--- config.mk ---
export PLATFORM = sky130hd
export DESIGN_NAME = eth_tx_framer
export DESIGN_NICKNAME = d
export VERILOG_FILES = /design/src/rtl/eth_txf_pkg.sv /design/src/rtl/txf_crc32.sv /design/src/rtl/txf_seq.sv /design/src/rtl/eth_tx_framer.sv
export SDC_FILE = /design/constraint.sdc
export NUM_CORES = 1
export LEC_CHECK = 0
export BUFFER_PORTS_ARGS = -buffer_cell sky130_fd_sc_hd__buf_4
export CORE_MARGIN = 2
export CORE_UTILIZATION = 43
export DETAILED_ROUTE_END_ITERATION = 12
export PLACE_DENSITY = 0.68
export SLEW_MARGIN = 20
export SYNTH_ARGS = -nofsm -noshare
export SYNTH_HDL_FRONTEND = slang
export SYNTH_HIERARCHICAL = 1
export SYNTH_SLANG_ARGS = --single-unit
--- constraint.sdc ---
create_clock -name clk -period 2.81 [get_ports clk]
set_input_delay 0.562 -clock clk [delete_from_list [all_inputs] [get_ports clk]]
set_output_delay 0.562 -clock clk [all_outputs]
set_load 0.1 [all_outputs]
--- src/rtl/eth_txf_pkg.sv ---
package eth_txf_pkg;

    localparam int BYTE_W = 8;
    localparam int FCS_LEN = 4;

    localparam logic [BYTE_W-1:0] PRE_BYTE = 8'h55;
    localparam logic [BYTE_W-1:0] SFD_BYTE = 8'hD5;
    localparam logic [BYTE_W-1:0] JAM_BYTE = 8'hFF;
    localparam logic [31:0] CRC_POLY_REFL = 32'hEDB88320;

    typedef enum logic [2:0] {
        ST_IDLE,
        ST_PRE,
        ST_SFD,
        ST_DATA,
        ST_FCS,
        ST_JAM,
        ST_DONE
    } txf_state_e;

    typedef struct packed {
        logic col;
        logic urun;
    } txf_status_t;

    // One byte of reflected CRC-32, low bit of the byte first.
    function automatic logic [31:0] crc32_step(input logic [31:0] crc,
                                               input logic [BYTE_W-1:0] din);
        logic [31:0] c;
        c = crc;
        for (int i = 0; i < BYTE_W; i++) begin
            if (c[0] ^ din[i]) c = (c >> 1) ^ CRC_POLY_REFL;
            else               c = c >> 1;
        end
        return c;
    endfunction

    function automatic int max3(input int a, input int b, input int c);
        int m;
        m = (a > b) ? a : b;
        return (m > c) ? m : c;
    endfunction

endpackage

--- src/rtl/txf_crc32.sv ---
module txf_crc32
    import eth_txf_pkg::*;
(
    input  logic              clk,
    input  logic              rst,
    input  logic              init_i,
    input  logic              en_i,
    input  logic [BYTE_W-1:0] byte_i,
    output logic [31:0]       crc_o
);

    logic [31:0] crc_q;

    always_ff @(posedge clk) begin
        if (rst || init_i) crc_q <= '1;
        else if (en_i)     crc_q <= crc32_step(crc_q, byte_i);
    end

    assign crc_o = crc_q;

endmodule

--- src/rtl/txf_seq.sv ---
module txf_seq
    import eth_txf_pkg::*;
#(
    parameter int PRE_LEN = 7,
    parameter int JAM_LEN = 4
) (
    input  logic              clk,
    input  logic              rst,
    input  logic              start_i,
    input  logic              crc_en_i,
    input  logic              col_i,
    input  logic [BYTE_W-1:0] fifo_data_i,
    input  logic              fifo_valid_i,
    input  logic              fifo_last_i,
    output logic              fifo_rd_o,
    output logic [BYTE_W-1:0] tx_data_o,
    output logic              tx_valid_o,
    input  logic              tx_ready_i,
    input  logic [31:0]       crc_i,
    output logic              crc_init_o,
    output logic              crc_en_o,
    output logic              busy_o,
    output logic              stat_done_o,
    output txf_status_t       stat_o
);

    localparam int MAX_RUN = max3(PRE_LEN, JAM_LEN, FCS_LEN);
    localparam int CNT_W   = (MAX_RUN > 1) ? $clog2(MAX_RUN) : 1;
    localparam logic [CNT_W-1:0] PRE_LAST = CNT_W'(PRE_LEN - 1);
    localparam logic [CNT_W-1:0] JAM_LAST = CNT_W'(JAM_LEN - 1);
    localparam logic [CNT_W-1:0] FCS_LAST = CNT_W'(FCS_LEN - 1);

    txf_state_e  st_q, st_d;
    logic [CNT_W-1:0] cnt_q, cnt_d;
    logic        fcs_on_q, fcs_on_d;
    logic        col_pend_q, col_pend_d;
    txf_status_t stat_q, stat_d;

    logic        fire;
    logic [31:0] fcs_word;
    logic [31:0] fcs_shift;

    assign fire      = tx_valid_o && tx_ready_i;
    assign fcs_word  = ~crc_i;
    assign fcs_shift = fcs_word >> {cnt_q, 3'b000};

    always_ff @(posedge clk) begin
        if (rst) begin
            st_q       <= ST_IDLE;
            cnt_q      <= '0;
            fcs_on_q   <= 1'b0;
            col_pend_q <= 1'b0;
            stat_q     <= '0;
        end else begin
            st_q       <= st_d;
            cnt_q      <= cnt_d;
            fcs_on_q   <= fcs_on_d;
            col_pend_q <= col_pend_d;
            stat_q     <= stat_d;
        end
    end

    always_comb begin
        st_d       = st_q;
        cnt_d      = cnt_q;
        fcs_on_d   = fcs_on_q;
        col_pend_d = col_pend_q;
        stat_d     = stat_q;
        tx_valid_o = 1'b0;
        tx_data_o  = '0;
        fifo_rd_o  = 1'b0;
        crc_init_o = 1'b0;
        crc_en_o   = 1'b0;

        unique case (st_q)
            ST_IDLE: begin
                if (start_i) begin
                    st_d       = ST_PRE;
                    cnt_d      = '0;
                    fcs_on_d   = crc_en_i;
                    col_pend_d = 1'b0;
                    stat_d     = '0;
                    crc_init_o = 1'b1;
                end
            end
            ST_PRE: begin
                tx_valid_o = 1'b1;
                tx_data_o  = PRE_BYTE;
                if (col_i) col_pend_d = 1'b1;
                if (fire) begin
                    if (cnt_q == PRE_LAST) begin
                        st_d  = ST_SFD;
                        cnt_d = '0;
                    end else begin
                        cnt_d = cnt_q + 1'b1;
                    end
                end
            end
            ST_SFD: begin
                tx_valid_o = 1'b1;
                tx_data_o  = SFD_BYTE;
                if (col_i) col_pend_d = 1'b1;
                if (fire) begin
                    cnt_d = '0;
                    if (col_pend_q || col_i) begin
                        st_d       = ST_JAM;
                        stat_d.col = 1'b1;
                    end else begin
                        st_d = ST_DATA;
                    end
                end
            end
            ST_DATA: begin
                if (col_i) begin
                    st_d       = ST_JAM;
                    cnt_d      = '0;
                    stat_d.col = 1'b1;
                end else if (!fifo_valid_i) begin
                    st_d        = ST_JAM;
                    cnt_d       = '0;
                    stat_d.urun = 1'b1;
                end else begin
                    tx_valid_o = 1'b1;
                    tx_data_o  = fifo_data_i;
                    if (fire) begin
                        fifo_rd_o = 1'b1;
                        crc_en_o  = 1'b1;
                        if (fifo_last_i) begin
                            st_d  = fcs_on_q ? ST_FCS : ST_DONE;
                            cnt_d = '0;
                        end
                    end
                end
            end
            ST_FCS: begin
                if (col_i) begin
                    st_d       = ST_JAM;
                    cnt_d      = '0;
                    stat_d.col = 1'b1;
                end else begin
                    tx_valid_o = 1'b1;
                    tx_data_o  = fcs_shift[BYTE_W-1:0];
                    if (fire) begin
                        if (cnt_q == FCS_LAST) begin
                            st_d  = ST_DONE;
                            cnt_d = '0;
                        end else begin
                            cnt_d = cnt_q + 1'b1;
                        end
                    end
                end
            end
            ST_JAM: begin
                tx_valid_o = 1'b1;
                tx_data_o  = JAM_BYTE;
                if (fire) begin
                    if (cnt_q == JAM_LAST) begin
                        st_d  = ST_DONE;
                        cnt_d = '0;
                    end else begin
                        cnt_d = cnt_q + 1'b1;
                    end
                end
            end
            ST_DONE: begin
                st_d = ST_IDLE;
            end
            default: begin
                st_d = ST_IDLE;
            end
        endcase
    end

    assign busy_o      = (st_q != ST_IDLE);
    assign stat_done_o = (st_q == ST_DONE);
    assign stat_o      = stat_q;


    sfd_after_pre_chk: assert property (@(posedge clk) disable iff (rst)
        (st_q == ST_PRE && fire && cnt_q == PRE_LAST) |=> (st_q == ST_SFD));


    pop_on_accept_chk: assert property (@(posedge clk) disable iff (rst)
        fifo_rd_o |-> (tx_valid_o && tx_ready_i && st_q == ST_DATA));


    late_jam_chk: assert property (@(posedge clk) disable iff (rst)
        (st_q == ST_SFD && fire && (col_pend_q || col_i)) |=> (st_q == ST_JAM && stat_o.col));


    underrun_chk: assert property (@(posedge clk) disable iff (rst)
        (st_q == ST_DATA && !fifo_valid_i && !col_i) |=> (st_q == ST_JAM && stat_o.urun && !stat_o.col));


    done_pulse_chk: assert property (@(posedge clk) disable iff (rst)
        stat_done_o |=> (!stat_done_o && !busy_o));


    busy_start_chk: assert property (@(posedge clk) disable iff (rst)
        (!busy_o && start_i) |=> (busy_o && $stable(stat_done_o)));


    hold_stable_chk: assert property (@(posedge clk) disable iff (rst)
        (tx_valid_o && !tx_ready_i && st_q != ST_DATA && !col_i)
            |=> (tx_valid_o && $stable(tx_data_o)));


    jam_len_chk: assert property (@(posedge clk) disable iff (rst)
        (st_q == ST_JAM && fire && cnt_q == JAM_LAST) |=> (st_q == ST_DONE));

endmodule

--- src/rtl/eth_tx_framer.sv ---
module eth_tx_framer
    import eth_txf_pkg::*;
#(
    parameter int PRE_LEN = 7,
    parameter int JAM_LEN = 4
) (
    input  logic       clk,
    input  logic       rst,
    input  logic       start_i,
    input  logic       crc_en_i,
    input  logic       col_i,
    input  logic [7:0] fifo_data_i,
    input  logic       fifo_valid_i,
    input  logic       fifo_last_i,
    output logic       fifo_rd_o,
    output logic [7:0] tx_data_o,
    output logic       tx_valid_o,
    input  logic       tx_ready_i,
    output logic       busy_o,
    output logic       stat_done_o,
    output logic       stat_col_o,
    output logic       stat_urun_o
);

    logic        crc_init;
    logic        crc_en;
    logic [31:0] crc_val;
    txf_status_t stat;

    txf_crc32 u_crc (
        .clk    (clk),
        .rst    (rst),
        .init_i (crc_init),
        .en_i   (crc_en),
        .byte_i (fifo_data_i),
        .crc_o  (crc_val)
    );

    txf_seq #(
        .PRE_LEN (PRE_LEN),
        .JAM_LEN (JAM_LEN)
    ) u_seq (
        .clk          (clk),
        .rst          (rst),
        .start_i      (start_i),
        .crc_en_i     (crc_en_i),
        .col_i        (col_i),
        .fifo_data_i  (fifo_data_i),
        .fifo_valid_i (fifo_valid_i),
        .fifo_last_i  (fifo_last_i),
        .fifo_rd_o    (fifo_rd_o),
        .tx_data_o    (tx_data_o),
        .tx_valid_o   (tx_valid_o),
        .tx_ready_i   (tx_ready_i),
        .crc_i        (crc_val),
        .crc_init_o   (crc_init),
        .crc_en_o     (crc_en),
        .busy_o       (busy_o),
        .stat_done_o  (stat_done_o),
        .stat_o       (stat)
    );

    assign stat_col_o  = stat.col;
    assign stat_urun_o = stat.urun;


    reset_quiet_chk: assert property (@(posedge clk)
        $past(rst) |-> (!tx_valid_o && !fifo_rd_o && !busy_o && !stat_done_o));


    jam_after_col_chk: assert property (@(posedge clk) disable iff (rst)
        (col_i && busy_o && !stat_done_o && tx_valid_o && tx_data_o != 8'h55 && tx_data_o != 8'hD5 && tx_ready_i)
            |=> (tx_valid_o ? tx_data_o == 8'hFF : stat_done_o));

endmodule

# Yosys cells after proc, flatten, opt, wreduce, memory -nomap -nowiden
# Index checks and enable logic that the tools add are counted.
# op_classes
add_sub_neg	1
eq_ne	19
n_shift	1
n_mux	72
n_bitwise	17
n_reduce_logical	18
# ops
op	count
$mux 32	22
$not 13->14	8
$mux 3	23
$pmux 8 s5	1
$pmux 3 s6	2
$not 32->32	1
$shr 32x6->8	1
$mux 8	3
$mux 1	15
$eq 3x3->1 const B	4
$ne 2x1->1 const B	6
$reduce_and 6->1	2
$eq 3x2->1 const B	3
$xor 1x1->1	8
$ne 2x2->1 const B	3
$pmux 1 s3	2
$reduce_bool 3->1	2
$reduce_bool 6->1	1
$reduce_and 5->1	1
$mux 2	2
$ne 4x3->1 const B	1
$ne 4x4->1 const B	1
$pmux 1 s2	2
$reduce_and 4->1	1
10 further kinds	13
# totals
register_bits	42
input_bits	16
word_cells	135

# Logic depth before layout (Yosys ltp)
# Gate-level depths: netlist of run 1.
# logic_depth
depth_word	36
depth_mapped	12

# Cells and area by module
# The synthesis of run 1 kept the hierarchy.
# modules_own_cells
module	n_inst	cells_per_inst	area_per_inst_um2
txf_crc32	1	198	1839.3
txf_seq	1	151	1271.2

# Worst setup path before layout of run 1
# OpenSTA, ideal clock, no wires.
# synth_timing
path_type	flip-flop to output port
from	register u_seq.cnt_q[0]
to	output tx_data_o[1]
arrival_time_ps	2944
setup_slack_ps	-696
stages_incl_launch_ff	5
path_buffers	1
cell_sequence	dfxtp_1 > buf_6 > mux4_2 > or2b_1 > a31oi_1
# synth_via
elab_chain_len	3
# synth_rtl
element	line	source
from (decl)	txf_seq.sv:34	logic [CNT_W-1:0] cnt_q, cnt_d;
from (signal assigned)	txf_seq.sv:56	cnt_q <= cnt_d;
$shr 32x6->8	txf_seq.sv:45	assign fcs_shift = fcs_word >> {cnt_q, 3'b000};
$mux 8	txf_seq.sv:136	if (col_i) begin
$pmux 8 s5	txf_seq.sv:75	unique case (st_q)
to (decl)	eth_tx_framer.sv:16	output logic [7:0] tx_data_o,
# No other way between the ends.

# Final worst setup path of run 1
# layout_timing
from	register u_seq.st_q[2]
to	output tx_data_o[4]
# layout_via
elab_chain_len	2
elab_cells_between_ends	6
cone_classes	eq/ne: 5; mux: 1
# layout_rtl
element	line	source
from (decl)	txf_seq.sv:33	txf_state_e st_q, st_d;
from (signal assigned)	txf_seq.sv:55	st_q <= st_d;
$eq 3x3->1 (tied with other cells)	txf_seq.sv:75	
$pmux 8 s5 *	txf_seq.sv:75	
# Every way passes the cells marked *; elsewhere a longest branch is shown, timed or not.

==> impl_metrics.xml, run 1 <==
<?xml version="1.0" encoding="UTF-8"?>
<metrics>
  <group name="die">
    <metric name="die_area" unit="um2">7930</metric>
    <metric name="placeableCoreArea" unit="um2">7137</metric>
    <metric name="die_h" unit="um">89.05</metric>
    <metric name="boundaryPins" unit="">30</metric>
    <metric name="placement_rows" unit="">31</metric>
    <metric name="die_width" unit="um">89.05</metric>
    <metric name="initial_utilization" unit="%">43.58</metric>
  </group>
  <group name="routing">
    <metric name="ant_nets" unit="">0</metric>
    <metric name="vias" unit="">2564</metric>
    <metric name="postRouteWirelength" unit="um">7634</metric>
    <metric name="drt-wirelength-per-cell" unit="um">15.71</metric>
    <metric name="drc_errors" unit="">0</metric>
    <metric name="drt_iter0_markers" unit="">157</metric>
    <metric name="via_per_inst" unit="">5.276</metric>
    <metric name="drt_first_pass_iters" unit="">4</metric>
  </group>
  <group name="setup_path">
    <metric name="timing.setup.critical_path_class" unit="">register to output pin</metric>
    <metric name="max_stage_delay" unit="ns">0.44</metric>
    <metric name="worst_setup_path_startpoint" unit="">u_seq/st_q[2]$_SDFFE_PP0P_</metric>
    <metric name="timing.critical_path.slowest_stage_cell" unit="">sky130_fd_sc_hd__dfxtp_1</metric>
    <metric name="worstPathRequired" unit="ns">2.25</metric>
    <metric name="critPathCaptureType" unit="">output pin</metric>
    <metric name="worstPathArrival" unit="ns">2.15</metric>
    <metric name="crit_path_cell_trace" unit="">buf_4 -&gt; nand2_2 -&gt; nor4_4 -&gt; buf_4 -&gt; or2b_1 -&gt; a31oi_4 -&gt; buf_4</metric>
    <metric name="critical_path_fanouts_max" unit="">12</metric>
    <metric name="worstSetupStartpointType" unit="">register</metric>
    <metric name="cp_common_cell" unit="">sky130_fd_sc_hd__buf_4</metric>
    <metric name="worstReg2RegStart" unit="">u_seq/st_q[0]$_SDFFE_PP0P_</metric>
  </group>
  <group name="placement">
    <metric name="placedCellCount" unit="">476</metric>
    <metric name="detailedPlacementHpwl" unit="um">5510</metric>
    <metric name="place.gp.congestion" unit="">0.9099</metric>
    <metric name="numPortBuffers" unit="">29</metric>
    <metric name="placement.setup.worst_slack" unit="ns">0.2778</metric>
  </group>
  <group name="job">
    <metric name="drv_cap" unit="">0</metric>
  </group>
  <group name="timing">
    <metric name="final.period_utilization" unit="%">96.65</metric>
    <metric name="grt_setup_unrepaired" unit="">no</metric>
    <metric name="tightestPinTransition" unit="ns">0.6244</metric>
    <metric name="setup_ws" unit="ns">0.09423</metric>
    <metric name="finClkSkew" unit="ns">0.006653</metric>
    <metric name="timing.final.crit_period" unit="ns">2.716</metric>
    <metric name="clock.fmax" unit="MHz">368.2</metric>
    <metric name="final_slew_violations" unit="">0</metric>
    <metric name="final-setup-viol-count" unit="">0</metric>
    <metric name="maxSlewHeadroom" unit="%">58.19</metric>
    <metric name="setup_total_negative_slack" unit="ns">0</metric>
    <metric name="finalHoldViolCount" unit="">0</metric>
  </group>
  <group name="logic_synthesis">
    <metric name="postSynth.asyncResetShare" unit="%">0</metric>
    <metric name="synth_nets" unit="">371</metric>
    <metric name="synth.top_cells.by_count" unit="">42 x sky130_fd_sc_hd__dfxtp_1, 41 x sky130_fd_sc_hd__nor2_1, 41 x sky130_fd_sc_hd__xnor2_1</metric>
    <metric name="synth_edf_count" unit="">0</metric>
    <metric name="synthCells" unit="">349</metric>
    <metric name="synth-compound-area-share" unit="%">15.53</metric>
    <metric name="main_combinational_cell_family_by_area_after_synthesis" unit="">XOR/XNOR gates</metric>
    <metric name="post_synth.cell_area_avg" unit="um2">8.913</metric>
    <metric name="synth-simple-area-share" unit="%">18.34</metric>
    <metric name="mappedNetlistArea" unit="um2">3110</metric>
    <metric name="synth_top_flop_cell" unit="">sky130_fd_sc_hd__dfxtp_1</metric>
    <metric name="ys.warnings.count" unit="">6</metric>
    <metric name="synthDominantAreaCellType" unit="">sky130_fd_sc_hd__dfxtp_1</metric>
    <metric name="post-synth-top-count-cell" unit="">sky130_fd_sc_hd__dfxtp_1</metric>
    <metric name="seq_area_frac_synth" unit="%">27.03</metric>
    <metric name="post_synthesis_sequential_element_count" unit="">42</metric>
    <metric name="ys_top_cells_by_area" unit="">sky130_fd_sc_hd__dfxtp_1 27%, sky130_fd_sc_hd__xnor2_1 12%, sky130_fd_sc_hd__mux4_2 5.1%, sky130_fd_sc_hd__xor2_1 5.1%, sky130_fd_sc_hd__nor2_1 4.9%</metric>
    <metric name="fraction_of_synthesized_area_in_multiplexers" unit="%">6.879</metric>
    <metric name="post_synth_num_cell_types" unit="">57</metric>
    <metric name="synth-adder-area-share" unit="%">2.414</metric>
    <metric name="post_synth_xor_area_fraction" unit="%">24.74</metric>
    <metric name="share_of_the_synthesized_area_in_the_top_cell_type" unit="%">27.03</metric>
  </group>
  <group name="cts">
    <metric name="worst_setup_hold_path_clk_slew" unit="ns">0.09</metric>
    <metric name="cts_inserted_buffers" unit="">5</metric>
    <metric name="htreeDepth" unit="">2</metric>
    <metric name="clock_insertion_delay_worst_skew" unit="ns">0.30</metric>
    <metric name="cts_buffer_depth" unit="">2</metric>
    <metric name="cts_tree" unit="">built</metric>
    <metric name="cts-root-buf" unit="">sky130_fd_sc_hd__clkbuf_8</metric>
    <metric name="cts_sinks" unit="">42</metric>
    <metric name="cts_hold_buf" unit="">0</metric>
  </group>
  <group name="final_layout">
    <metric name="layout-drive-gt1-share" unit="%">24.29</metric>
    <metric name="filler_cell_count" unit="">695</metric>
    <metric name="area.growth.synth_to_final" unit="%">18.26</metric>
    <metric name="number_of_nets_in_the_layout" unit="">408</metric>
    <metric name="insertedDiodeCount" unit="">0</metric>
    <metric name="layout.cells.non_filler" unit="">486</metric>
  </group>
  <group name="worst_hold_path">
    <metric name="timing.hold.worst.class" unit="">register to register</metric>
    <metric name="hold_start" unit="">u_seq/stat_o[0]$_SDFFE_PP0P_</metric>
  </group>
  <group name="global_route">
    <metric name="globalRoute.busiestLayer" unit="">met2</metric>
    <metric name="grt_usage" unit="%">21.12</metric>
    <metric name="grt.met2_usage" unit="%">35.35</metric>
    <metric name="initial_antenna_violation_count" unit="">0</metric>
    <metric name="grt_start_max_net_pins" unit="">39</metric>
    <metric name="gr-total-overflow" unit="">0</metric>
    <metric name="grt_pass1_vias" unit="">2508</metric>
    <metric name="grt_first_pass_wirelength" unit="um">12750</metric>
    <metric name="global_route.usage.met1" unit="%">29.03</metric>
    <metric name="met3_usage" unit="%">3.047</metric>
  </group>
  <group name="power_and_ir_drop">
    <metric name="power.leakage" unit="uW">0.001401</metric>
    <metric name="highest_ir_drop_seen_on_vdd" unit="mV">0.2612</metric>
    <metric name="power_density" unit="nW/um2">620.2</metric>
  </group>
  <group name="outcome">
    <metric name="status" unit="">complete, no violations</metric>
  </group>
</metrics>
==> state kept, by name (all words and copies together), names as in the netlist <==
name              count
u_seq/cnt_q           3
u_seq/stat_o          2
u_seq/fcs_on_q        1
u_seq/col_pend_q      1
u_crc/crc_o          32
u_seq/st_q            3
==> per-stage QoR <==
stage / hold WS (ns) / total power (uW) / area (um2) / utilization (%)
finish: 0.4809 / 2282 / 3679 / 51.54
CTS: 0.4858 / 2292 / 3659 / 51.26
global placement: 0.4542 / 1677 / 3513 / 49.23
detailed placement: 0.4646 / 1686 / 3513 / 49.23
floorplan: 0.4605 / 1481 / 3157 / -
global route: 0.5074 / 2398 / 3679 / 51.54
==> layout make-up <==
cell class / count / area (um2) / share of cell area (%)
timing repair buffer: 50 / 375.4 / 10.20
tap: 99 / 123.9 / 3.367
inverter: 8 / 30.03 / 0.8163
clock inverter: 2 / 60.06 / 1.633
multi-input combinational: 279 / 2166 / 58.88
clock buffer: 6 / 82.58 / 2.245
sequential: 42 / 840.8 / 22.86
==> routing by layer <==
layer	vias to the layer above	wire length [um]
li1	1267	-
met1	1246	3479
met2	46	3736
met3	5	347
met4	0	70
met5	-	0
==> where the power goes <==
group	internal, uW	switching [uW]	leakage, uW	total (uW)
Sequential	617	30.8	0.000340	648
Combinational	342	692	0.000989	1030
Clock	379	221	0.0000714	600
==> timing repair <==
action	4_1_cts	5_1_grt
setup buffers	0	2
pin swaps	0	1
cloned	0	0
setup endpoints to repair	4	7
resized for setup	1	1
endpoints found under the hold margin	0	0
==> placed cells by master, fill, tap and decap left out, types with 4 or more instances in the layout <==
master / instances
sky130_fd_sc_hd__xor2_1: 18
sky130_fd_sc_hd__o21ai_1: 22
sky130_fd_sc_hd__dfxtp_1: 42
sky130_fd_sc_hd__inv_1: 8
sky130_fd_sc_hd__xnor2_1: 41
sky130_fd_sc_hd__a21oi_1: 11
sky130_fd_sc_hd__clkbuf_8: 6
sky130_fd_sc_hd__nand2_1: 35
sky130_fd_sc_hd__nand2b_1: 14
sky130_fd_sc_hd__nand3_1: 4
sky130_fd_sc_hd__a31oi_2: 5
sky130_fd_sc_hd__buf_4: 50
sky130_fd_sc_hd__nor2_1: 41
sky130_fd_sc_hd__o211ai_1: 9
sky130_fd_sc_hd__a31oi_1: 4
sky130_fd_sc_hd__ha_1: 6
sky130_fd_sc_hd__mux4_2: 7
==> path summary, 6_finish.rpt <==
path                             endpoint  slack (ns)  cells past startpoint
min reg2reg  u_seq/stat_o[0]$_SDFFE_PP0P_        0.48                      1
min          u_seq/stat_o[0]$_SDFFE_PP0P_        0.48                      1
max reg2reg  u_crc/crc_o[20]$_SDFFE_PP1P_        0.73                      8
max                          tx_data_o[4]        0.09                      7
==> worst max-delay path, delay by kind of cell (launching register included) <==
| family | cells | cell delay [ns] |
|---|---|---|
| AO/OA/AOI/OAI | 1 | 0.15 |
| buffers and inverters | 3 | 0.74 |
| flip-flops | 1 | 0.44 |
| AND/OR/NAND/NOR | 3 | 0.51 |
==> logic make-up (layout without fill, tap and decap cells) <==
| family | after synthesis | in the layout |
|---|---|---|
| and+or+nand+nor | 116 | 116 |
| AOI/OAI and AO/OA | 75 | 75 |
| xor gates and xnor gates | 71 | 71 |
| DFF | 42 | 42 |
| buffers and inverters | 28 | 66 |
| muxes | 11 | 11 |
| adders and majority gates | 6 | 6 |
Note: power is estimated with default switching activity, not from simulation.
==> run 2: changes to the inputs <==
--- a/config.mk
+++ b/config.mk
@@ -9,7 +9,7 @@
 export CORE_MARGIN = 2
 export CORE_UTILIZATION = 43
 export DETAILED_ROUTE_END_ITERATION = 12
-export PLACE_DENSITY = 0.68
+export RECOVER_POWER = 100
 export SLEW_MARGIN = 20
 export SYNTH_ARGS = -nofsm -noshare
 export SYNTH_HDL_FRONTEND = slang
==> run 2 against run 1 <==
Net effect: non-clock buffer count did not move; utilization fell by 1.4 points; clock power fell by 38%; clock-buffer cell count rose by 1; global-route usage fell by 0.68 points; wire length fell by 1.1%; first-iteration DRC count fell by 24%; power fell by 11%; combinational power barely moved; setup slack improved by 0.020 ns.
==> impl_metrics.xml, run 2 (synthesis results as in run 1) <==
<?xml version="1.0" encoding="UTF-8"?>
<metrics>
  <group name="setup_path">
    <metric name="worstPathArrival" unit="ns">2.13</metric>
    <metric name="rr_endpoint" unit="">u_crc/crc_o[23]$_SDFFE_PP1P_</metric>
    <metric name="timing.critical_path.max_delay_family" unit="">buffers and inverters</metric>
    <metric name="critPathCaptureType" unit="">output pin</metric>
    <metric name="worst_setup_path_startpoint" unit="">u_seq/st_q[0]$_SDFFE_PP0P_</metric>
    <metric name="worstSetupStartpointType" unit="">register</metric>
    <metric name="worstPathRequired" unit="ns">2.25</metric>
    <metric name="critical_path_fanouts_max" unit="">11</metric>
    <metric name="timing.critical_path.slowest_stage_cell" unit="">sky130_fd_sc_hd__dfxtp_2</metric>
    <metric name="cp_num_buf_inv" unit="">2</metric>
    <metric name="reg2regPathDepth" unit="">8</metric>
    <metric name="worstReg2RegStart" unit="">u_seq/st_q[0]$_SDFFE_PP0P_</metric>
    <metric name="timing.critical_path.depth" unit="">5</metric>
    <metric name="timing.critical_path.to" unit="">fifo_rd_o</metric>
    <metric name="cp_common_cell" unit="">sky130_fd_sc_hd__buf_4</metric>
    <metric name="timing.setup.critical_path_class" unit="">register to output pin</metric>
    <metric name="crit_path_cell_trace" unit="">buf_4 -&gt; nor2_1 -&gt; a221oi_2 -&gt; and2_0 -&gt; buf_4</metric>
    <metric name="r2r_slack" unit="ns">0.30</metric>
    <metric name="max_stage_delay" unit="ns">0.47</metric>
  </group>
  <group name="routing">
    <metric name="drt_iter0_markers" unit="">119</metric>
    <metric name="drt-wirelength-per-cell" unit="um">15.57</metric>
    <metric name="postRouteWirelength" unit="um">7550</metric>
    <metric name="drt_first_pass_iters" unit="">4</metric>
    <metric name="ant_nets" unit="">0</metric>
    <metric name="drc_errors" unit="">0</metric>
    <metric name="vias" unit="">2522</metric>
    <metric name="via_per_inst" unit="">5.200</metric>
  </group>
  <group name="placement">
    <metric name="place.gp.congestion" unit="">0.8571</metric>
    <metric name="numPortBuffers" unit="">29</metric>
    <metric name="placement.setup.worst_slack" unit="ns">0.2001</metric>
    <metric name="detailedPlacementHpwl" unit="um">5641</metric>
  </group>
  <group name="outcome">
    <metric name="status" unit="">complete, no violations</metric>
  </group>
  <group name="final_layout">
    <metric name="number_of_nets_in_the_layout" unit="">408</metric>
    <metric name="filler_cell_count" unit="">709</metric>
    <metric name="largest_register_ffs" unit="">32</metric>
    <metric name="utilization" unit="%">50.14</metric>
    <metric name="layout-drive-gt1-share" unit="%">22.54</metric>
    <metric name="area.growth.synth_to_final" unit="%">15.04</metric>
    <metric name="insertedDiodeCount" unit="">0</metric>
    <metric name="final_cell_mix" unit="">41 x sky130_fd_sc_hd__nor2_1, 41 x sky130_fd_sc_hd__xnor2_1, 40 x sky130_fd_sc_hd__dfxtp_1</metric>
  </group>
  <group name="cts">
    <metric name="clock_insertion_delay_worst_skew" unit="ns">0.29</metric>
    <metric name="cts_buffer_depth" unit="">2</metric>
    <metric name="cts_tree" unit="">built</metric>
    <metric name="cts-root-buf" unit="">sky130_fd_sc_hd__clkbuf_8</metric>
    <metric name="worst_setup_hold_path_clk_slew" unit="ns">0.08</metric>
    <metric name="cts_hold_buf" unit="">0</metric>
    <metric name="cts_sinks" unit="">42</metric>
    <metric name="htreeDepth" unit="">2</metric>
    <metric name="cts_inserted_buffers" unit="">5</metric>
  </group>
  <group name="global_route">
    <metric name="met3_usage" unit="%">3.601</metric>
    <metric name="global_route.usage.met1" unit="%">25.79</metric>
    <metric name="grt_pass1_vias" unit="">2447</metric>
    <metric name="grt_usage" unit="%">20.45</metric>
    <metric name="grt_start_max_net_pins" unit="">29</metric>
    <metric name="gr-total-overflow" unit="">0</metric>
    <metric name="initial_antenna_violation_count" unit="">0</metric>
    <metric name="grt.met2_usage" unit="%">35.69</metric>
    <metric name="globalRoute.busiestLayer" unit="">met2</metric>
    <metric name="grt_first_pass_wirelength" unit="um">12330</metric>
  </group>
  <group name="timing">
    <metric name="clock.fmax" unit="MHz">370.9</metric>
    <metric name="final.period_utilization" unit="%">95.94</metric>
    <metric name="timing.final.crit_period" unit="ns">2.696</metric>
    <metric name="grt_setup_unrepaired" unit="">no</metric>
    <metric name="finalHoldViolCount" unit="">0</metric>
    <metric name="finClkSkew" unit="ns">0.009331</metric>
    <metric name="setup_ws" unit="ns">0.1141</metric>
    <metric name="final-setup-viol-count" unit="">0</metric>
    <metric name="final_slew_violations" unit="">0</metric>
    <metric name="tightestPinTransition" unit="ns">1.161</metric>
    <metric name="maxSlewHeadroom" unit="%">22.95</metric>
  </group>
  <group name="power_and_ir_drop">
    <metric name="total_switching_power" unit="uW">909.1</metric>
    <metric name="clock_network_power_share" unit="%">18.3</metric>
    <metric name="power_frac_comb" unit="%">49.4</metric>
    <metric name="internal_power" unit="uW">1115</metric>
    <metric name="finalPower" unit="uW">2024</metric>
    <metric name="highest_ir_drop_seen_on_vdd" unit="mV">0.2294</metric>
    <metric name="power.leakage" unit="uW">0.001340</metric>
    <metric name="power.share.sequential" unit="%">32.3</metric>
    <metric name="power_density" unit="nW/um2">565.6</metric>
    <metric name="netSwitchingFraction" unit="%">44.91</metric>
  </group>
  <group name="die">
    <metric name="boundaryPins" unit="">30</metric>
    <metric name="initial_utilization" unit="%">43.58</metric>
    <metric name="placement_rows" unit="">31</metric>
    <metric name="placeableCoreArea" unit="um2">7137</metric>
    <metric name="die_h" unit="um">89.05</metric>
    <metric name="die_area" unit="um2">7930</metric>
    <metric name="die_width" unit="um">89.05</metric>
  </group>
  <group name="worst_hold_path">
    <metric name="timing.hold.worst.class" unit="">register to register</metric>
  </group>
  <group name="job">
    <metric name="drv_cap" unit="">0</metric>
  </group>
</metrics>
[run 2: cell types whose count changed in the layout (fill, tap and decap cells not counted), sizes merged]
| cell | before | now |
|---|---|---|
| buf | 50 | 37 |
| clkbuf | 6 | 20 |
| bufinv | 2 | 0 |
[run 2: worst register-to-register path, delay by kind of cell, from the launching register on]
| kind | cells | cell delay, ns |
|---|---|---|
| simple gates | 2 | 0.38 |
| flops | 1 | 0.47 |
| compound gates | 3 | 0.71 |
| buf+inv | 3 | 0.83 |
[run 2: metal layers]
| layer | routed length [um] | up-vias |
|---|---|---|
| met1 | 3330 | 1197 |
| li1 | - | 1268 |
| met4 | 109 | 0 |
| met2 | 3845 | 46 |
| met3 | 265 | 11 |
| met5 | 0 | - |
[run 2: repair_timing]
item / CTS / global route
endpoints found under the setup margin: 0 / 9
resized for setup: 0 / 3
buffers inserted: 0 / 2
[run 2: area by class of cell]
type                            count  area [um2]  area share [%]
Multi-Input combinational cell    279        2153           60.17
Timing Repair Buffer               50       351.6           9.825
Sequential cell                    42       843.3           23.57
Inverter                            8       30.03          0.8392
Clock buffer                        7       76.32           2.133
Tap cell                           99       123.9           3.462
[run 2: power groups by stage]
stage | logic, uW | clock network [uW] | registers, uW
floorplan | 803 | 0 | 678
global placement | 1010 | 0 | 664
detailed placement | 1010 | 0 | 665
CTS | 1020 | 393 | 651
global route | 1060 | 413 | 657
finish | 999 | 371 | 654
[run 2: how the worst min path moves through the flow]
stage	from	endpoint	slack, ns	depth (start not counted)
floorplan	u_seq/fcs_on_q$_SDFFE_PP0P_	u_seq/fcs_on_q$_SDFFE_PP0P_	0.46	2
CTS	u_seq/stat_o[0]$_SDFFE_PP0P_	u_seq/stat_o[0]$_SDFFE_PP0P_	0.48	1
global placement	u_seq/stat_o[0]$_SDFFE_PP0P_	u_seq/stat_o[0]$_SDFFE_PP0P_	0.45	1
finish	u_seq/stat_o[0]$_SDFFE_PP0P_	u_seq/stat_o[0]$_SDFFE_PP0P_	0.48	1
global route	u_seq/stat_o[0]$_SDFFE_PP0P_	u_seq/stat_o[0]$_SDFFE_PP0P_	0.50	1
detailed placement	u_seq/stat_o[0]$_SDFFE_PP0P_	u_seq/stat_o[0]$_SDFFE_PP0P_	0.46	1
[run 2: through the flow]
stage	std cells	instance area, um2	TNS, ns	hold slack (ns)
final	485	3578	0	0.4755
after global routing	485	3578	0	0.4997
after CTS	483	3590	0	0.4799
after detailed placement	476	3513	0	0.4596
after global placement	476	3513	0	0.4547
after floorplan	349	3157	-1.241	0.4605
==> run 3: changes to the inputs <==
--- a/config.mk
+++ b/config.mk
@@ -6,9 +6,12 @@
 export NUM_CORES = 1
 export LEC_CHECK = 0
 export BUFFER_PORTS_ARGS = -buffer_cell sky130_fd_sc_hd__buf_4
-export CORE_MARGIN = 2
-export CORE_UTILIZATION = 43
+export CELL_PAD_IN_SITES_DETAIL_PLACEMENT = 1
+export CELL_PAD_IN_SITES_GLOBAL_PLACEMENT = 2
+export CORE_MARGIN = 3
+export CORE_UTILIZATION = 37
 export DETAILED_ROUTE_END_ITERATION = 12
+export PLACE_DENSITY_LB_ADDON = 0.1
 export RECOVER_POWER = 100
 export SLEW_MARGIN = 20
 export SYNTH_ARGS = -nofsm -noshare
==> run 3 against run 2 <==
Net effect: wire length increased by 17%; setup slack improved by 0.013 ns; clock skew decreased by 0.0017 ns; largest power group unchanged; critical path depth did not move; non-clock buffer count increased by 1; design area is 2.3% higher; register-to-register slack worse by 0.06 ns.
==> impl_metrics.xml, run 3 (synthesis results as in run 1) <==
<?xml version="1.0" encoding="UTF-8"?>
<metrics>
  <group name="worst_hold_path">
    <metric name="timing.hold.worst.class" unit="">register to register</metric>
    <metric name="worst_hold_path.endpoint" unit="">u_seq/stat_o[0]$_SDFFE_PP0P_</metric>
    <metric name="min_path_cells" unit="">1</metric>
    <metric name="hold_start" unit="">u_seq/stat_o[0]$_SDFFE_PP0P_</metric>
  </group>
  <group name="placement">
    <metric name="numPortBuffers" unit="">29</metric>
    <metric name="place.gp.congestion" unit="">0.8452</metric>
    <metric name="detailedPlacementHpwl" unit="um">6510</metric>
    <metric name="placement.setup.worst_slack" unit="ns">0.1621</metric>
    <metric name="detailed_place.area" unit="um2">3552</metric>
  </group>
  <group name="timing">
    <metric name="finClkSkew" unit="ns">0.007619</metric>
    <metric name="tightestPinTransition" unit="ns">1.185</metric>
    <metric name="final-setup-viol-count" unit="">0</metric>
    <metric name="maxSlewHeadroom" unit="%">21.35</metric>
    <metric name="grt_setup_unrepaired" unit="">no</metric>
    <metric name="setup_ws" unit="ns">0.1272</metric>
    <metric name="final.period_utilization" unit="%">95.47</metric>
    <metric name="final_slew_violations" unit="">0</metric>
    <metric name="finalHoldViolCount" unit="">0</metric>
    <metric name="clock.fmax" unit="MHz">372.7</metric>
    <metric name="timing.final.crit_period" unit="ns">2.683</metric>
  </group>
  <group name="setup_path">
    <metric name="critPathCaptureType" unit="">output pin</metric>
    <metric name="worstPathArrival" unit="ns">2.12</metric>
    <metric name="r2r_slack" unit="ns">0.24</metric>
    <metric name="worstPathRequired" unit="ns">2.25</metric>
    <metric name="critical_path_fanouts_max" unit="">13</metric>
    <metric name="worstSetupStartpointType" unit="">register</metric>
    <metric name="rr_endpoint" unit="">u_crc/crc_o[14]$_SDFFE_PP1P_</metric>
    <metric name="timing.critical_path.slowest_stage_cell" unit="">sky130_fd_sc_hd__mux4_2</metric>
    <metric name="timing.setup.critical_path_class" unit="">register to output pin</metric>
    <metric name="worstReg2RegStart" unit="">u_seq/st_q[1]$_SDFFE_PP0P_</metric>
    <metric name="max_stage_delay" unit="ns">0.55</metric>
    <metric name="crit_path_cell_trace" unit="">buf_4 -&gt; mux4_2 -&gt; nand2b_1 -&gt; a31oi_1 -&gt; clkbuf_4</metric>
    <metric name="reg2regPathDepth" unit="">10</metric>
  </group>
  <group name="die">
    <metric name="die_width" unit="um">97.69</metric>
    <metric name="placeableCoreArea" unit="um2">7928</metric>
    <metric name="die_h" unit="um">97.69</metric>
    <metric name="die_area" unit="um2">9543</metric>
    <metric name="initial_utilization" unit="%">39.24</metric>
    <metric name="placement_rows" unit="">32</metric>
    <metric name="boundaryPins" unit="">30</metric>
  </group>
  <group name="power_and_ir_drop">
    <metric name="internal_power" unit="uW">1323</metric>
    <metric name="total_switching_power" unit="uW">965.1</metric>
    <metric name="highest_ir_drop_seen_on_vdd" unit="mV">0.2931</metric>
    <metric name="power_frac_comb" unit="%">45.1</metric>
    <metric name="netSwitchingFraction" unit="%">42.18</metric>
    <metric name="clock_network_power_share" unit="%">26.4</metric>
    <metric name="power.share.sequential" unit="%">28.5</metric>
    <metric name="power_density" unit="nW/um2">625.3</metric>
    <metric name="power.leakage" unit="uW">0.001381</metric>
  </group>
  <group name="routing">
    <metric name="postRouteWirelength" unit="um">8807</metric>
    <metric name="via_per_inst" unit="">5.343</metric>
    <metric name="drt_iter0_markers" unit="">85</metric>
    <metric name="drc_errors" unit="">0</metric>
    <metric name="ant_nets" unit="">0</metric>
    <metric name="drt_first_pass_iters" unit="">4</metric>
    <metric name="vias" unit="">2618</metric>
    <metric name="drt-wirelength-per-cell" unit="um">17.97</metric>
  </group>
  <group name="job">
    <metric name="drv_cap" unit="">0</metric>
  </group>
  <group name="outcome">
    <metric name="status" unit="">complete, no violations</metric>
  </group>
  <group name="global_route">
    <metric name="grt_usage" unit="%">19.35</metric>
    <metric name="initial_antenna_violation_count" unit="">0</metric>
    <metric name="gr-total-overflow" unit="">0</metric>
    <metric name="grt_first_pass_wirelength" unit="um">14840</metric>
    <metric name="grt_pass1_vias" unit="">2664</metric>
    <metric name="grt_start_max_net_pins" unit="">39</metric>
  </group>
  <group name="cts">
    <metric name="worst_setup_hold_path_clk_slew" unit="ns">0.08</metric>
    <metric name="clock_insertion_delay_worst_skew" unit="ns">0.30</metric>
    <metric name="htreeDepth" unit="">2</metric>
    <metric name="cts-root-buf" unit="">sky130_fd_sc_hd__clkbuf_8</metric>
    <metric name="cts_tree" unit="">built</metric>
    <metric name="cts_sinks" unit="">42</metric>
    <metric name="cts_hold_buf" unit="">0</metric>
    <metric name="cts_inserted_buffers" unit="">5</metric>
    <metric name="cts_buffer_depth" unit="">2</metric>
  </group>
  <group name="final_layout">
    <metric name="utilization" unit="%">46.16</metric>
    <metric name="final_cell_mix" unit="">41 x sky130_fd_sc_hd__nor2_1, 41 x sky130_fd_sc_hd__xnor2_1, 41 x sky130_fd_sc_hd__dfxtp_1</metric>
    <metric name="insertedDiodeCount" unit="">0</metric>
    <metric name="largest_register_ffs" unit="">32</metric>
    <metric name="final_area" unit="um2">3660</metric>
    <metric name="layout-drive-gt1-share" unit="%">22.68</metric>
    <metric name="number_of_nets_in_the_layout" unit="">409</metric>
    <metric name="area.growth.synth_to_final" unit="%">17.66</metric>
  </group>
</metrics>
[run 3: cell types whose count changed in the layout (fill, tap and decap cells not counted), moves of 2 or more]
cell                        delta
sky130_fd_sc_hd__bufinv_16     +2
sky130_fd_sc_hd__o21ai_1      +13
sky130_fd_sc_hd__clkbuf_4      -3
sky130_fd_sc_hd__o21ai_0      -13
sky130_fd_sc_hd__buf_6         +3
[run 3: worst max-delay path by stage]
stage                                start            to  slack [ns]
4_1_cts         u_seq/st_q[1]$_SDFFE_PP0P_  tx_data_o[4]        0.03
2_1_floorplan   u_seq/st_q[1]$_SDFFE_PP0P_  tx_data_o[2]       -0.49
3_5_place_dp    u_seq/st_q[2]$_SDFFE_PP0P_  tx_data_o[7]        0.16
6_report       u_seq/cnt_q[0]$_SDFFE_PP0P_  tx_data_o[7]        0.13
3_3_place_gp    u_seq/st_q[2]$_SDFFE_PP0P_  tx_data_o[2]        0.25
5_1_grt         u_seq/st_q[1]$_SDFFE_PP0P_  tx_data_o[0]        0.01
[run 3: metrics by stage]
stage	power [uW]	hold slack (ns)	instances	TNS (ns)
floorplan	1481	0.4605	349	-1.241
global placement	1706	0.4504	482	0
detailed placement	1714	0.4564	482	0
CTS	2331	0.4769	490	0
global route	2415	0.4960	490	0
finish	2288	0.4714	490	0
[run 3: area by class of cell]
class,count,area [um2]
Inverter,8,30.03
Multi-Input combinational cell,279,2152
Fill cell,954,4268
Sequential cell,42,842.1
Tap cell,102,127.6
Timing Repair Buffer,51,365.4
Clock inverter,2,60.06
Clock buffer,6,82.58
[run 3: power groups by stage]
| stage | combinational, uW | sequential (uW) | clock [uW] |
|---|---|---|---|
| 2_1_floorplan | 803 | 678 | 0 |
| 3_3_place_gp | 1040 | 664 | 0 |
| 3_5_place_dp | 1050 | 666 | 0 |
| 4_1_cts | 1060 | 652 | 622 |
| 5_1_grt | 1110 | 657 | 646 |
| 6_report | 1030 | 653 | 604 |
[run 3: layer usage]
metal | GRT usage, % | part of all wire, % | up-vias
li1 | - | - | 1280
met2 | 28.20 | 44 | 31
met1 | 29.86 | 52 | 1301
met4 | 3.940 | 0.76 | 0
met3 | 3.015 | 2.5 | 6
met5 | 0 | 0 | -
[run 3: worst max-delay path, delay by kind of cell (launching register included)]
family / cells / cell delay, ns
buffers and inverters: 2 / 0.61
multiplexers: 1 / 0.55
flip-flops: 1 / 0.31
AND/OR/NAND/NOR: 1 / 0.17
AO/OA/AOI/OAI: 1 / 0.17
[run 3: timing repair]
| item | CTS | global route |
|---|---|---|
| endpoints found under the setup margin | 8 | 8 |
| buffers inserted | 0 | 0 |
| gates cloned | 0 | 0 |
| gates resized for setup | 1 | 5 |
